[src/rtl/bseq_pkg.sv]
package bseq_pkg;

    // Number of sequenced low address bits (four-beat burst).
    parameter int SEQ_W = 2;

    typedef logic [SEQ_W-1:0] beat_t;

    typedef enum logic {
        ORD_LINEAR     = 1'b0,
        ORD_INTERLEAVE = 1'b1
    } order_e;

    // Decoded per-cycle control.
    typedef struct packed {
        logic hold;   // freeze all state
        logic load;   // capture start address, clear beat
        logic step;   // move to next beat
    } ctl_t;

    function automatic ctl_t decode_ctl(input logic suspend, input logic adv);
        ctl_t c;
        c.hold = suspend;
        c.load = !suspend && !adv;
        c.step = !suspend && adv;
        return c;
    endfunction

    // Low address bits of the current beat for a given order.
    function automatic beat_t beat_addr(input beat_t base_lo, input beat_t beat,
                                        input order_e ord);
        beat_t r;
        if (ord == ORD_INTERLEAVE) r = base_lo ^ beat;
        else                       r = beat_t'(base_lo + beat);
        return r;
    endfunction

endpackage

[src/rtl/bseq_beat_ctr.sv]
module bseq_beat_ctr
    import bseq_pkg::*;
(
    input  logic  clk,
    input  logic  rst,
    input  ctl_t  ctl,
    output beat_t beat
);
    always_ff @(posedge clk) begin
        if (rst) begin
            beat <= '0;
        end else if (ctl.load) begin
            beat <= '0;
        end else if (ctl.step) begin
            beat <= beat_t'(beat + 1'b1);
        end
    end
endmodule

[src/rtl/bseq_base_reg.sv]
module bseq_base_reg
    import bseq_pkg::*;
#(
    parameter int ADDR_W = 19
) (
    input  logic              clk,
    input  logic              rst,
    input  ctl_t              ctl,
    input  logic [ADDR_W-1:0] start_addr,
    output logic [ADDR_W-1:0] base
);
    always_ff @(posedge clk) begin
        if (rst) begin
            base <= '0;
        end else if (ctl.load) begin
            base <= start_addr;
        end
    end
endmodule

[src/rtl/bseq_order.sv]
module bseq_order
    import bseq_pkg::*;
#(
    parameter int ADDR_W = 19
) (
    input  logic [ADDR_W-1:0] base,
    input  beat_t             beat,
    input  order_e            ord,
    output logic [ADDR_W-1:0] addr
);
    localparam int HI_W = ADDR_W - SEQ_W;

    beat_t lo;

    always_comb begin
        lo = beat_addr(base[SEQ_W-1:0], beat, ord);
    end

    generate
        if (HI_W > 0) begin : g_hi
            assign addr = {base[ADDR_W-1:SEQ_W], lo};
        end else begin : g_lo_only
            assign addr = lo;
        end
    endgenerate
endmodule

[src/rtl/burst_addr_seq.sv]
module burst_addr_seq
    import bseq_pkg::*;
#(
    parameter int ADDR_W = 19
) (
    input  logic              clk,
    input  logic              rst,
    input  logic              suspend,
    input  logic              adv,
    input  logic              ilv_mode,
    input  logic [ADDR_W-1:0] start_addr,
    output logic [ADDR_W-1:0] addr_o,
    output logic [SEQ_W-1:0]  beat_o
);
    ctl_t              ctl;
    beat_t             beat;
    logic [ADDR_W-1:0] base;
    order_e            ord;

    always_comb begin
        ctl = decode_ctl(suspend, adv);
        ord = order_e'(ilv_mode);
    end

    bseq_beat_ctr u_beat (
        .clk  (clk),
        .rst  (rst),
        .ctl  (ctl),
        .beat (beat)
    );

    bseq_base_reg #(.ADDR_W(ADDR_W)) u_base (
        .clk        (clk),
        .rst        (rst),
        .ctl        (ctl),
        .start_addr (start_addr),
        .base       (base)
    );

    bseq_order #(.ADDR_W(ADDR_W)) u_order (
        .base (base),
        .beat (beat),
        .ord  (ord),
        .addr (addr_o)
    );

    assign beat_o = beat;
endmodule

[config.mk]
export PLATFORM = sky130hd
export DESIGN_NAME = burst_addr_seq
export DESIGN_NICKNAME = d
export VERILOG_FILES = /design/src/rtl/bseq_pkg.sv /design/src/rtl/bseq_beat_ctr.sv /design/src/rtl/bseq_base_reg.sv /design/src/rtl/bseq_order.sv /design/src/rtl/burst_addr_seq.sv
export SDC_FILE = /design/constraint.sdc
export NUM_CORES = 1
export LEC_CHECK = 0
export ABC_AREA = 1
export BUFFER_PORTS_ARGS = -buffer_cell sky130_fd_sc_hd__clkbuf_2
export CAP_MARGIN = 20
export CORE_MARGIN = 2
export CORE_UTILIZATION = 49
export DETAILED_ROUTE_END_ITERATION = 8
export PLACE_DENSITY = 0.82
export SETUP_SLACK_MARGIN = 0.2
export SYNTH_ARGS = -nofsm -noshare
export SYNTH_HDL_FRONTEND = slang
export SYNTH_SLANG_ARGS = --single-unit
[constraint.sdc]
create_clock -name clk -period 2.3 [get_ports clk]
set_clock_uncertainty 0.05 [all_clocks]
set_input_delay 0.23 -clock clk [delete_from_list [all_inputs] [get_ports clk]]
set_output_delay 0.23 -clock clk [all_outputs]
set_load 0.005 [all_outputs]
# ---- Word-level counts from Yosys, hierarchy flattened
# Index checks and enable logic that the tools add are counted.
dict set report op_classes {
  multipliers 0
  n_bitwise 1
  add_sub_neg 2
  order_cmp 0
  n_eq_ne 0
  n_reduce_logical 5
  n_mux 1
  n_shift 0
  div_mod_pow 0
}
# cell n
set ops {}
lappend ops {{2-bit by 1-bit adder with 2-bit output (second input constant)} 1}
lappend ops {{2-bit adder} 1}
lappend ops {{1-bit logical AND} 2}
lappend ops {{1-bit zero test} 2}
lappend ops {{2-bit two-way mux} 1}
lappend ops {{2-bit OR reduction} 1}
lappend ops {{2-bit XOR} 1}
dict set report word_totals {
  mem_bits_rw 0
  latchBits 0
  input_bits 24
  mem_bits_ro 0
  memories 0
  regBits 21
}

# ---- Longest topological paths before layout
# Gate-level depths: netlist of the first run.
dict set report depth {
  ltp_word 3
  depth_mapped 6
}

# ---- Hierarchy
# Synthesis of the first run repeated with hierarchy kept, for this count alone.
dict set report unflattened {
  hier_cells 166
  area_unflattened_um2 1074.8
}
# mod instances cells_per_inst seq_area_each_um2 area_per_inst_um2
set modules_own_cells {}
lappend modules_own_cells {bseq_base_reg 1 120 380.4 787.0}
lappend modules_own_cells {bseq_order 1 32 0.0 195.2}
lappend modules_own_cells {bseq_beat_ctr 1 11 40.0 78.8}
lappend modules_own_cells {burst_addr_seq 1 3 0.0 13.8}

# ---- Worst setup path after synthesis of the first run
# OpenSTA, ideal clock, no wires.
dict set report synth_timing {
  kind {flip-flop to output port}
  startpoint {reg u_beat.beat[0]}
  endpoint {out addr_o[1]}
  path_slack_ns 1.251
  required_time_ns 2.020
  stages_incl_launch_ff 7
  arrival_time_ns 0.769
  path_cell_list {dfxtp_1 ha_1 nand2_1 inv_1 nand2_1 nand2_1 inv_1}
}
dict set report synth_via {
  elab_chain_len 2
}
# element line
set synth_rtl {}
lappend synth_rtl {{start: declaration} bseq_beat_ctr.sv:7} ;# output beat_t beat
lappend synth_rtl {{start signal: assignment} bseq_beat_ctr.sv:15} ;# beat <= beat_t'(beat + 1'b1);
lappend synth_rtl {{2-bit adder} bseq_pkg.sv:33} ;# else r = beat_t'(base_lo + beat);
lappend synth_rtl {{2-bit two-way mux} bseq_pkg.sv:32} ;# if (ord == ORD_INTERLEAVE) r = base_lo ^ beat;
lappend synth_rtl {{end: declaration} burst_addr_seq.sv:12} ;# output logic [ADDR_W-1:0] addr_o,
# No other way between the ends.

# ---- Worst setup path after layout of the first run
# Ends and elaborated chain as after synthesis.

==> results of run 1 <==
[sequential cells by signal, summed over array words and instances (netlist names)]
signal / count
u_base.base: 19
u_beat.beat: 2
[per-layer routing]
| metal | wire [um] | share of wire (%) | global-route usage [%] | vias to the layer above |
|---|---|---|---|---|
| met1 | 821 | 42 | 21.1 | 358 |
| met3 | 136 | 7.0 | 3.33 | 4 |
| li1 | - | - | - | 436 |
| met2 | 951 | 49 | 30.9 | 34 |
| met5 | 0 | 0 | 0 | - |
| met4 | 27 | 1.4 | 6.94 | 0 |
[metrics by stage]
step | setup WS, ns | power (mW) | hold slack (ns) | instance area (sq um) | cells
after floorplan | 1.25 | 0.495 | 0.307 | 1020 | 129
after global placement | 0.965 | 0.515 | 0.408 | 1100 | 179
after detailed placement | 0.925 | 0.519 | 0.409 | 1100 | 179
after CTS | 0.760 | 0.691 | 0.0939 | 1130 | 183
after global routing | 0.638 | 0.725 | 0.0928 | 1130 | 183
final | 0.772 | 0.685 | 0.0986 | 1130 | 183
[power by group through the flow]
stage               registers, mW  clock network [mW]  logic (mW)
floorplan                   0.405                   0      0.0900
global placement            0.408                   0       0.107
detailed placement          0.408                   0       0.111
CTS                         0.401               0.178       0.112
global route                0.404               0.195       0.125
finish                      0.400               0.174       0.110
[synth_stat cells]
master	number	area, sq um
buf_12	1	20.0
buf_2	1	5.00
buf_4	17	128
buf_6	2	22.5
dfxtp_1	21	420
ha_1	1	12.5
inv_1	8	30.0
inv_2	2	7.51
inv_6	1	8.76
nand2_1	11	41.3
nand3_1	2	10.0
nand4_1	1	6.26
nor2_1	26	97.6
nor2_2	13	81.3
nor2_4	3	33.8
o21ai_0	9	45.0
o21ai_1	9	45.0
o21ai_2	1	8.76
[cell type report]
cell class | instances | area, sq um | area share, %
sequential | 21 | 420 | 37.3
multi-input combinational | 76 | 382 | 33.8
timing repair buffer | 44 | 220 | 19.5
inverter | 11 | 46.3 | 4.10
tap | 27 | 33.8 | 2.99
clock buffer | 4 | 26.3 | 2.33
[kinds of logic (layout without fill, tap and decap cells)]
| logic type | count (synthesis) | in the layout |
|---|---|---|
| buffers and inverters | 32 | 59 |
| adder cells (fa/ha/maj) | 1 | 1 |
| AO/OA/AOI/OAI | 19 | 19 |
| AND/OR/NAND/NOR | 56 | 56 |
| flip-flops | 21 | 21 |
[worst max-delay path, stage by stage (launching register included)]
cell and delay [ns]:
dfxtp_1 0.44, ha_1 0.18, nand2_1 0.06, inv_1 0.05
nand2_1 0.05, nand2_1 0.05, inv_1 0.04, clkbuf_2 0.10
[worst max path at each step]
stage                                            from                           to  slack, ns  cells past startpoint
after detailed placement                          adv  u_base.base[1]$_SDFFE_PP0P_       0.93                      5
after CTS                 u_beat.beat[0]$_SDFFE_PP0P_                    addr_o[1]       0.76                      7
after global placement                            adv  u_base.base[1]$_SDFFE_PP0P_       0.97                      5
after floorplan           u_beat.beat[0]$_SDFFE_PP0P_                    addr_o[1]       1.25                      6
after global routing      u_beat.beat[0]$_SDFFE_PP0P_                    addr_o[1]       0.64                      7
final                     u_beat.beat[0]$_SDFFE_PP0P_                    addr_o[1]       0.77                      7
[cells in the final DEF (no fill, tap or decap)]
| cell type | n |
|---|---|
| nor2_1 | 26 |
| dfxtp_1 | 21 |
| nand4_1 | 1 |
| nand3_1 | 2 |
| o21ai_0 | 9 |
| inv_6 | 1 |
| nor2_2 | 13 |
| inv_1 | 8 |
| clkbuf_2 | 44 |
| o21ai_2 | 1 |
| nand2_1 | 11 |
| inv_2 | 2 |
| clkbuf_1 | 1 |
| nor2_4 | 3 |
| clkbuf_4 | 3 |
| o21ai_1 | 9 |
| ha_1 | 1 |
==> impl_metrics.json, run 1 <==
{
  "status": "complete, no violations",
  "p_sw_mw": 0.181,
  "antenna_found_initial": 0,
  "insertion_delay_ns": 0.29,
  "cts_num_sinks": 21,
  "setup_viol": 0,
  "maxCapViolCount": 0,
  "finalWirelength_um": 1940,
  "drv_slew": 0,
  "synth.ff_latch_count": 21,
  "drc_errors": 0,
  "tightest_slew_ns": 0.544,
  "yosys_warnings": 0,
  "nNetsFinal": 182,
  "vias": 832,
  "diodes": 0,
  "drive_gt1_share_pct": 42.9,
  "viasPerCell": 4.55,
  "root_buffer": "clkbuf_4",
  "numCtsBuffers": 3,
  "irDropWorstVdd_v": 0.000350,
  "end_kind": "output pin",
  "grt_pass1_vias": 791,
  "ant_nets": 0,
  "p_clk_share_pct": 25.4,
  "r2r_slack_ns": 1.43,
  "cp_data_arrival_time_ns": 1.25,
  "avgSynthCellArea_sq_um": 7.93,
  "fin_crit_ns": 1.53,
  "post_cts_buffers": 0,
  "synth_xor_xnor_area_share_pct": 0,
  "holdBufCountCts": 0,
  "p_int_mw": 0.504,
  "routedWlPerCell_um": 10.6,
  "gp_congestion": 0.682,
  "r2r-end": "u_beat.beat[1]$_SDFFE_PP0P_",
  "critPathLaunchType": "flip-flop",
  "leakage_nw": 0.594,
  "holdPathStages": 3,
  "grt-ovfl-total": 0,
  "fin_util_pct": 57.5,
  "cts_tree": "yes",
  "ioPinCount": 45,
  "synth-compound-area-share_pct": 9.66,
  "dieArea_sq_um": 2470,
  "syn_inst": 129,
  "clk_path_buf_depth": 2,
  "core-area_sq_um": 1960,
  "num_rows": 16,
  "ys_types": 18,
  "portBuffers": 44,
  "crit_required_ns": 2.02,
  "seq_power_share_pct": 58.4,
  "synthMuxAreaShare_pct": 0,
  "h-tree-depth": 1,
  "crit_path_max_fanout": 5,
  "synth_simple_gate_area_share_pct": 26.4,
  "synthAdderAreaFrac_pct": 1.22,
  "dp_hpwl_um": 1380,
  "nFillCells": 216,
  "switching_share_pct": 26.4,
  "hp-start": "start_addr[12]",
  "synth_area_sq_um": 1020,
  "grt_setup_unrepaired": "false",
  "crit_type": "reg2out",
  "syn-num-nets": 154,
  "start_util_pct": 52.2,
  "setup_tns_ns": 0,
  "synth_top_family_by_area": "simple AND/OR/NAND/NOR gates",
  "rr_startpoint": "u_beat.beat[0]$_SDFFE_PP0P_",
  "grt_pass1_wl_um": 3350,
  "clkTransAtPathRegs_ns": 0.11,
  "hold_viol": 0,
  "yosysSeqAreaShare_pct": 41.1,
  "powerDensity_nw_per_um2": 607,
  "r2r_cells": 4,
  "fp.dieW_um": 49.7,
  "combPwrFrac_pct": 16.1,
  "die_h_um": 49.7,
  "fmax_ghz": 0.654,
  "max_slew_margin_pct": 63.6,
  "first_pass_iters": 4,
  "fin_crit_sh_pct": 66.4,
  "grtUsageTotal_pct": 17.7,
  "cts-resized-gates": 0,
  "min_to": "u_base.base[12]$_SDFFE_PP0P_",
  "hp-class": "in2reg",
  "drt_iter0_markers": 6,
  "grt_max_degree": 22,
  "area_delta_synth_final_pct": 10.3
}
No activity file was read; power rests on OpenSTA's default activity.
==> run 2: changes to the inputs <==
--- a/config.mk
+++ b/config.mk
@@ -9,9 +9,9 @@
 export BUFFER_PORTS_ARGS = -buffer_cell sky130_fd_sc_hd__clkbuf_2
 export CAP_MARGIN = 20
 export CORE_MARGIN = 2
-export CORE_UTILIZATION = 49
+export CORE_UTILIZATION = 41
 export DETAILED_ROUTE_END_ITERATION = 8
-export PLACE_DENSITY = 0.82
+export PLACE_DENSITY = 0.74
 export SETUP_SLACK_MARGIN = 0.2
 export SYNTH_ARGS = -nofsm -noshare
 export SYNTH_HDL_FRONTEND = slang
==> constraint.sdc (replaced) <==
create_clock -name clk -period 1.4 [get_ports clk]
set_clock_uncertainty 0.05 [all_clocks]
set_input_delay 0.14 -clock clk [delete_from_list [all_inputs] [get_ports clk]]
set_output_delay 0.14 -clock clk [all_outputs]
set_load 0.005 [all_outputs]
==> impl_metrics.json, run 2 (same netlist as run 1, synthesis figures left out) <==
{
  "hold_viol": 0,
  "gp_congestion": 0.661,
  "fp.dieW_um": 54.0,
  "hp-start": "start_addr[16]",
  "dp_cells": 184,
  "status": "complete, no violations",
  "hp-class": "in2reg",
  "fin_crit_sh_pct": 94.2,
  "cts_tree": "yes",
  "mostFrequentLayoutCells": "clkbuf_2, nor2_1, dfxtp_1",
  "nFillCells": 245,
  "path_cells": "ha_4 -> nand2_2 -> nand3_1 -> nand2_1 -> inv_1 -> buf_2",
  "grtUsageTotal_pct": 13.9,
  "crit_family": "flip-flops",
  "grt-ovfl-total": 0,
  "viasPerCell": 4.62,
  "ff_latch_area_sq_um": 428,
  "setup_viol": 0,
  "first_pass_iters": 4,
  "crit_buf_inv": 2,
  "nNetsFinal": 187,
  "drt_iter0_markers": 16,
  "slowest_delay_ns": 0.35,
  "drc_errors": 0,
  "powerDensity_nw_per_um2": 956,
  "setup_tns_ns": 0,
  "dieArea_sq_um": 2910,
  "irDropWorstVdd_v": 0.000692,
  "die_h_um": 54.0,
  "largest_reg_flops": 19,
  "crit_required_ns": 1.21,
  "fin_crit_ns": 1.32,
  "portBuffers": 44,
  "fmax_ghz": 0.758,
  "h-tree-depth": 1,
  "clkTransAtPathRegs_ns": 0.12,
  "diodes": 0,
  "r2r_cells": 5,
  "vias": 882,
  "crit_cells": 6,
  "critPathLaunchType": "flip-flop",
  "insertion_delay_ns": 0.29,
  "grt_pass1_vias": 738,
  "top_regs": "u_base.base (19), u_beat.beat (2)",
  "root_buffer": "clkbuf_4",
  "finalWirelength_um": 2080,
  "leakage_nw": 0.624,
  "num_rows": 18,
  "end_kind": "output pin",
  "grt_pass1_wl_um": 2950,
  "crit_type": "reg2out",
  "start_util_pct": 42.5,
  "max_slew_margin_pct": 82.3,
  "crit_path_max_fanout": 2,
  "antenna_found_initial": 0,
  "final_cell_count_no_fill": 191,
  "multiInputGateArea_sq_um": 399,
  "core-area_sq_um": 2410,
  "ant_nets": 0,
  "startpoint": "u_beat.beat[0]$_SDFFE_PP0P_",
  "cp_data_arrival_time_ns": 1.13,
  "cts_num_sinks": 21,
  "ioPinCount": 45,
  "area_delta_synth_final_pct": 17.4,
  "rr_startpoint": "u_beat.beat[0]$_SDFFE_PP0P_",
  "drive_gt1_share_pct": 49.7,
  "layout_commonest_cell": "clkbuf_2",
  "holdBufCountCts": 0,
  "grt_setup_unrepaired": "true",
  "numCtsBuffers": 3,
  "dp_hpwl_um": 1490,
  "grt_max_degree": 20,
  "cpMaxStageDelayCell": "dfxtp_2",
  "regMostFlops": "u_base.base",
  "clk_path_buf_depth": 2,
  "drv_slew": 0,
  "tightest_slew_ns": 0.265,
  "maxCapViolCount": 0,
  "holdPathStages": 3,
  "routedWlPerCell_um": 10.9
}
[run 2: cell types whose count changed in the layout (fill, tap and decap cells not counted), moves of 2 or more]
cell,change
buf_4,+5
clkbuf_2,-2
dfxtp_1,-4
dfxtp_2,+3
nand2_1,-2
nand2_2,+2
[run 2: through the flow]
stage	area (sq um)	power (mW)	hold slack, ns	setup WS (ns)	utilization (%)
floorplan	1020	0.813	0.217	0.441	-
global placement	1120	0.851	0.314	0.359	46.5
detailed placement	1120	0.859	0.321	0.318	46.5
CTS	1170	1.15	0.0111	0.0789	48.7
global route	1200	1.21	0.00578	0.00804	49.8
finish	1200	1.15	0.0164	0.0806	49.8
[run 2: report_power, final]
group | switching [mW] | internal [mW] | leakage, nW
clock | 0.177 | 0.111 | 0.0150
sequential | 0.0219 | 0.635 | 0.175
combinational | 0.106 | 0.0974 | 0.433
[run 2: final timing paths]
path	slack, ns	endpoint
max	0.08	addr_o[1]
min reg2reg	0.46	u_base.base[16]$_SDFFE_PP0P_
max reg2reg	0.47	u_beat.beat[1]$_SDFFE_PP0P_
min	0.02	u_base.base[16]$_SDFFE_PP0P_
[run 2: cell type report]
type,count,share of cell area [%]
Tap cell,30,3.13
Clock buffer,4,2.19
Timing Repair Buffer,49,22.0
Inverter,11,3.85
Sequential cell,21,35.6
Multi-Input combinational cell,76,33.2
[run 2: repair_timing]
action	in CTS	in global routing
pin swaps	4	2
resized for setup	6	6
endpoints found under the setup margin	2	2
gates cloned	0	0
setup buffers	1	2
[run 2: routing by layer]
metal	wire length, um	part of all wire [%]	track usage, %
met4	10	0.48	3.85
met2	1070	51	25.6
met3	148	7.1	2.50
met1	859	41	16.1
met5	0	0	0
[run 2: worst min-delay path, stage by stage]
cell and delay (ns):
clkbuf_2 0.08, nor2_1 0.03, nor2_1 0.08
